[config.mk]
export PLATFORM = sky130hd
export DESIGN_NAME = table_fsm
export DESIGN_NICKNAME = d
export VERILOG_FILES = /design/src/rtl/tfsm_pkg.sv /design/src/rtl/tfsm_addr.sv /design/src/rtl/tfsm_table.sv /design/src/rtl/tfsm_word_reg.sv /design/src/rtl/table_fsm.sv
export SDC_FILE = /design/constraint.sdc
export NUM_CORES = 1
export LEC_CHECK = 0
export CORE_AREA = 8 8 234 236
export DETAILED_ROUTE_END_ITERATION = 8
export DIE_AREA = 0 0 242 244
export HOLD_SLACK_MARGIN = 0.12
export SLEW_MARGIN = 20
export SYNTH_ARGS = -nofsm -noshare
export SYNTH_HDL_FRONTEND = slang
export SYNTH_SLANG_ARGS = --single-unit
[constraint.sdc]
create_clock -name clk -period 6 [get_ports clk]
set_clock_uncertainty 0.05 [all_clocks]
set_input_delay 1.2 -clock clk [delete_from_list [all_inputs] [get_ports clk]]
set_output_delay 1.2 -clock clk [all_outputs]
set_load 0.005 [all_outputs]
[src/rtl/tfsm_pkg.sv]
package tfsm_pkg;
  // Address width of the table: inputs joined with state bits.
  function automatic int unsigned tbl_addr_w(int unsigned in_w, int unsigned st_w);
    return in_w + st_w;
  endfunction

  // Word width: output field above next-state field.
  function automatic int unsigned tbl_word_w(int unsigned out_w, int unsigned st_w);
    return out_w + st_w;
  endfunction

  // Number of words in the table.
  function automatic int unsigned tbl_depth(int unsigned in_w, int unsigned st_w);
    return 1 << (in_w + st_w);
  endfunction
endpackage

[src/rtl/tfsm_addr.sv]
module tfsm_addr #(
  parameter int IN_W = 3,
  parameter int ST_W = 3,
  localparam int AW = tfsm_pkg::tbl_addr_w(IN_W, ST_W)
) (
  input  logic [IN_W-1:0] in_bits,
  input  logic [ST_W-1:0] cur_state,
  output logic [AW-1:0]   rd_addr
);
  // state occupies the low-order address bits
  function automatic logic [AW-1:0] join_addr(logic [IN_W-1:0] i, logic [ST_W-1:0] s);
    return {i, s};
  endfunction

  assign rd_addr = join_addr(in_bits, cur_state);
endmodule

[src/rtl/tfsm_table.sv]
module tfsm_table #(
  parameter int AW = 6,
  parameter int WW = 7,
  localparam int DEPTH = 1 << AW
) (
  input  logic          clk,
  input  logic          rst,
  input  logic          load_en,
  input  logic [AW-1:0] load_addr,
  input  logic [WW-1:0] load_data,
  input  logic [AW-1:0] rd_addr,
  output logic [WW-1:0] rd_word
);
  logic [WW-1:0] mem [DEPTH];
  logic          wr_fire;

  // loading is honoured only while the machine is held in reset
  assign wr_fire = rst & load_en;

  always_ff @(posedge clk) begin
    if (wr_fire) mem[load_addr] <= load_data;
  end

  assign rd_word = mem[rd_addr];

  assert_load_lands_R5: assert property (@(posedge clk) disable iff (!rst)
    (load_en) |=> (mem[$past(load_addr)] == $past(load_data)));

  assert_load_ignored_R6: assert property (@(posedge clk) disable iff (rst)
    (load_en) |=> (mem[$past(load_addr)] == $past(mem[load_addr])));
endmodule

[src/rtl/tfsm_word_reg.sv]
module tfsm_word_reg #(
  parameter int WW = 7
) (
  input  logic          clk,
  input  logic          rst,
  input  logic [WW-1:0] d_word,
  output logic [WW-1:0] q_word
);
  always_ff @(posedge clk) begin
    if (rst) q_word <= '0;
    else     q_word <= d_word;
  end

  assert_reset_clears_R1: assert property (@(posedge clk)
    rst |=> (q_word == '0));

  assert_captures_word_R4: assert property (@(posedge clk) disable iff (rst)
    (!rst) |=> (q_word == $past(d_word)));
endmodule

[src/rtl/table_fsm.sv]
module table_fsm #(
  parameter int IN_W  = 3,
  parameter int OUT_W = 4,
  parameter int ST_W  = 3,
  localparam int AW = tfsm_pkg::tbl_addr_w(IN_W, ST_W),
  localparam int WW = tfsm_pkg::tbl_word_w(OUT_W, ST_W)
) (
  input  logic             clk,
  input  logic             rst,
  input  logic [IN_W-1:0]  in_bits,
  input  logic             load_en,
  input  logic [AW-1:0]    load_addr,
  input  logic [WW-1:0]    load_data,
  output logic [OUT_W-1:0] out_bits,
  output logic [ST_W-1:0]  cur_state
);
  logic [AW-1:0] rd_addr;
  logic [WW-1:0] rd_word;
  logic [WW-1:0] q_word;

  tfsm_addr #(.IN_W(IN_W), .ST_W(ST_W)) u_addr (
    .in_bits  (in_bits),
    .cur_state(cur_state),
    .rd_addr  (rd_addr)
  );

  tfsm_table #(.AW(AW), .WW(WW)) u_table (
    .clk      (clk),
    .rst      (rst),
    .load_en  (load_en),
    .load_addr(load_addr),
    .load_data(load_data),
    .rd_addr  (rd_addr),
    .rd_word  (rd_word)
  );

  tfsm_word_reg #(.WW(WW)) u_reg (
    .clk   (clk),
    .rst   (rst),
    .d_word(rd_word),
    .q_word(q_word)
  );

  // word split, outputs above the next-state field
  assign cur_state = q_word[ST_W-1:0];
  assign out_bits  = q_word[WW-1:ST_W];

  assert_field_split_R2: assert property (@(posedge clk) disable iff (rst)
    (!rst) |=> (cur_state == $past(rd_word[ST_W-1:0]) &&
                out_bits  == $past(rd_word[WW-1:ST_W])));

  assert_addr_order_R3: assert property (@(posedge clk) disable iff (rst)
    (!rst) |=> (rd_addr == AW'($past(in_bits) * (2 ** ST_W)) + AW'(cur_state)) ||
               ($past(in_bits) != in_bits));
endmodule

== After elaboration in Yosys (flattened, before gate mapping) ==
Memory sizes are Yosys's and may differ from the RTL's. A register that Yosys moved wholly into a read port is not among the register bits.
Cells that the tools add are included.
Storage, ports and cells
  word-level logic and storage cells: 4
  register bits: 0
  memories: 1
  bits in writable memories: 448
Memory list
  u_table.mem: words 64, bits a word 7, read ports 1, clocked after Yosys merged registers in 1, wr ports 1, RTL line tfsm_table.sv:14  | logic [WW-1:0] mem [DEPTH];
Operators by class
  bitwise operators: 1
  muxes and demuxes: 2
Operators by type and width (count)
  1-bit 2-to-1 mux: 2
  1-bit AND: 1

== Logic depth before layout (Yosys ltp) ==
  depth in word-level cells: 3
  depth in mapped cells: 9
  depth with buffers taken out: 5

== Modules after synthesis ==
Synthesis repeated with hierarchy kept, for this count alone.
Unflattened totals
  cell total of the unflattened synthesis: 837
  area total of the unflattened synthesis: 17680.7 µm²
Modules (own cells, without submodules)
  tfsm_table: area an instance 17451.7 µm², instances 1, cells each 817
  tfsm_word_reg: area an instance 183.9 µm², instances 1, cells each 14
  tfsm_addr: area an instance 45.0 µm², instances 1, cells each 6

== Least setup slack after synthesis ==
Ideal clock, no wire load.
  path kind: input -> register
  from: input load_addr[5]
  to: memory u_table.mem[37][0] (enable)
  path slack: 3.224 ns
  stages on the path: 4
  arrival: 2.366 ns
  library setup time: 0.360 ns
  data required time: 5.590 ns
  path through: clkbuf_1 > or3b_2 > clkbuf_1 > nor2_1
RTL lines
  start: declaration: RTL line table_fsm.sv:12  | input logic [AW-1:0] load_addr,
  end: declaration: RTL line tfsm_table.sv:14
No word-level cell before the write port.

== Final worst setup path ==
  from: register u_reg.q_word[2] (read register of u_table.mem)
  to: output cur_state[2]
RTL lines
  start: declaration: RTL line tfsm_word_reg.sv:7  | output logic [WW-1:0] q_word
  end: declaration: RTL line table_fsm.sv:15  | output logic [ST_W-1:0] cur_state
No word-level cell between the ends.

==> reports/metrics.cfg <==
[status]
status=finished clean

[critical_path]
crit_chain=clkdlybuf4s50_1
cp.required_ns=4.75
rr_worst_depth=6
cpPeakStageDelay_ns=0.91
critical-path-top-delay-family=flip-flops
slowest_stage=dfxtp_2
start_kind=register
critPathKind=reg2out
crit_cells=1
critPathBufInv=1
cp-end-kind=output pin
arrival_ns=2.13
crit_fanout=33

[drt]
firstDrtPassIters=5
vias=8499
drt_first_iter_violations=839
wirelength_mm=41.5
drc_errors=0
drtAntennaViolNets=0
viasPerCell=5.34
wl_per_cell_um=26.0

[min_path]
min_path_type=reg2reg
min_delay_path_depth=4

[timing]
rsz0062_at_grt=false
setup_tns_ns=0
drv_slew=0
setup_ws_ns=2.62
setup_violations=0
finalCriticalPeriod_ns=3.38
relSlewSlack_pct=40.9
tightestPinTransition_ns=0.886
final-hold-violation-count=0
fin_crit_sh_pct=56.4
timing.fmax_mhz=296

[global_routing]
grt_overflow=0
antenna_found_initial=1
grt_pass1_wl_mm=61.0
grt_max_degree=65
grt_usage_pct=13.8
grt_pass1_vias=8607

[clock_network]
clk-insertion-delay-late_ns=0.56
cts.sinks=455
root_buffer=clkbuf_16
cts-buffers-inserted=45
htreeDepth=2
ctsHoldBuffers=0
cts_resized=0
cts_buffer_depth=3
clk_pin_slew_worst_paths_ns=0.06
postCtsSetupBuffers=0
cts_tree=yes

[logic_synthesis]
syn_area_um2=17600
ys_warn_count=0
synth_flop_cell=edfxtp_1
syn-mean-instance-area_um2=21.1
synth_nets=852
synth_edf_count=448
ys_seq_area_share_pct=77.2
synthArstFlopShare_pct=0
ys_ff_latch=455
synth_cells=833
yosysUniqueCellTypes=42

[floorplan]
chipHeight_um=244
initial_core_util_pct=34.6
die_w_um=242
die_area_um2=59000
core_um2=50900
num_io_pins=26
rows=83

[finish]
multiInputGateArea_um2=3760
syn_to_final_growth_pct=13.7
regArea_um2=13600
final_cell_mix=448 x edfxtp_1, 111 x mux4_2, 80 x nor2_1, 47 x clkbuf_16, 22 x o22ai_1
nFillCells=4551
nNetsFinal=894
drive_above_1_share_pct=23.7
final_common_cell=edfxtp_1

[power_and_ir_drop]
irDropWorstVdd_v=0.000159
p_leak_nw=5.97
powerDensity_nw_per_um2=350

[flow_run]
drv_cap=0

[placement]
hpwlAfterDp_mm=25.3
pre_cts_slack_ns=2.06
portBuffers=25
place.gp.congestion=0.853

[cell type report]
cell class                 instances  share of cell area (%)
sequential                       455                    68.0
multi-input combinational        332                    18.8
clock buffer                      59                    6.20
tap                              680                    4.25
timing repair buffer              39                    1.66
clock inverter                    23                    1.09
inverter                           2                  0.0375
antenna                            2                  0.0250
[state kept, by name, summed over array words and instances (netlist names)]
register      count
u_reg.q_word      7
u_table.mem     448
[power by group]
| part | internal [mW] | leakage (nW) | switching [mW] |
|---|---|---|---|
| Combinational | 0.289 | 1.16 | 0.343 |
| Sequential | 3.51 | 4.09 | 0.0635 |
| Clock | 1.63 | 0.722 | 1.16 |
| Total | 5.43 | 5.97 | 1.57 |
[worst reg2reg max path, stage by stage (launching register included)]
cell,delay [ns]
dfxtp_4,0.78
buf_12,0.52
mux4_2,0.71
mux2_2,0.32
o22ai_1,0.19
a211oi_1,0.17
a21o_1,0.19
[worst paths after layout]
| path | to | start | slack, ns |
|---|---|---|---|
| setup / recovery | cur_state[2] | u_reg.q_word[2] | 2.62 |
| hold / removal | u_reg.q_word[2] | u_table.mem[30][2] | 0.86 |
| setup reg to reg | u_reg.q_word[1] | u_reg.q_word[0] | 2.97 |
| hold reg to reg | u_reg.q_word[2] | u_table.mem[30][2] | 0.86 |
[logic make-up (layout without fill, tap and decap cells)]
logic type             count (synthesis)  after routing  share of synthesized area [%]
flip-flops                           455            455                           77.2
AND/OR/NAND/NOR                      142            142                           3.58
multiplexers                         123            123                           15.1
AO/OA/AOI/OAI                         67             67                           2.63
buffers and inverters                 46            123                           1.45
other                                  0              2                              0
[layer usage]
layer	up-vias	global-route usage, %	share of wire [%]
met4	0	3.80	2.5
met3	65	3.03	8.1
li1	3557	-	-
met2	369	21.6	47
met1	4508	19.5	42
met5	-	0	0
[Yosys cell counts, drive strengths merged (2+ instances only)]
master / n / area (µm²)
edfxtp: 448 / 13500
mux4: 113 / 2550
nor2: 80 / 300
buf: 24 / 173
o22ai: 22 / 138
clkbuf: 20 / 75.1
nand2: 18 / 67.6
nand3: 14 / 70.1
o21ai: 11 / 55.1
mux2: 9 / 101
dfxtp: 7 / 140
nand2b: 7 / 43.8
nor2b: 6 / 37.5
a211oi: 5 / 37.5
a22oi: 5 / 37.5
o221ai: 5 / 50.0
o22a: 5 / 43.8
nor3: 4 / 20.0
a21o: 3 / 22.5
a31oi: 3 / 18.8
nand3b: 3 / 22.5
a21oi: 2 / 10.0
inv: 2 / 7.51
o32ai: 2 / 17.5
or2: 2 / 12.5
or3: 2 / 12.5
or3b: 2 / 17.5
[per-stage QoR]
stage	cells	area (µm²)	total power, mW	utilization, %	hold WS [ns]
floorplan	833	17600	4.03	-	0.689
global placement	1508	18600	4.28	36.5	0.844
detailed placement	1508	18600	4.28	36.5	0.852
CTS	1590	20000	7.05	39.3	0.867
global route	1590	20000	7.20	39.3	0.917
finish	1592	20000	7.00	39.3	0.855
Note: power is estimated with default switching activity, not from simulation.
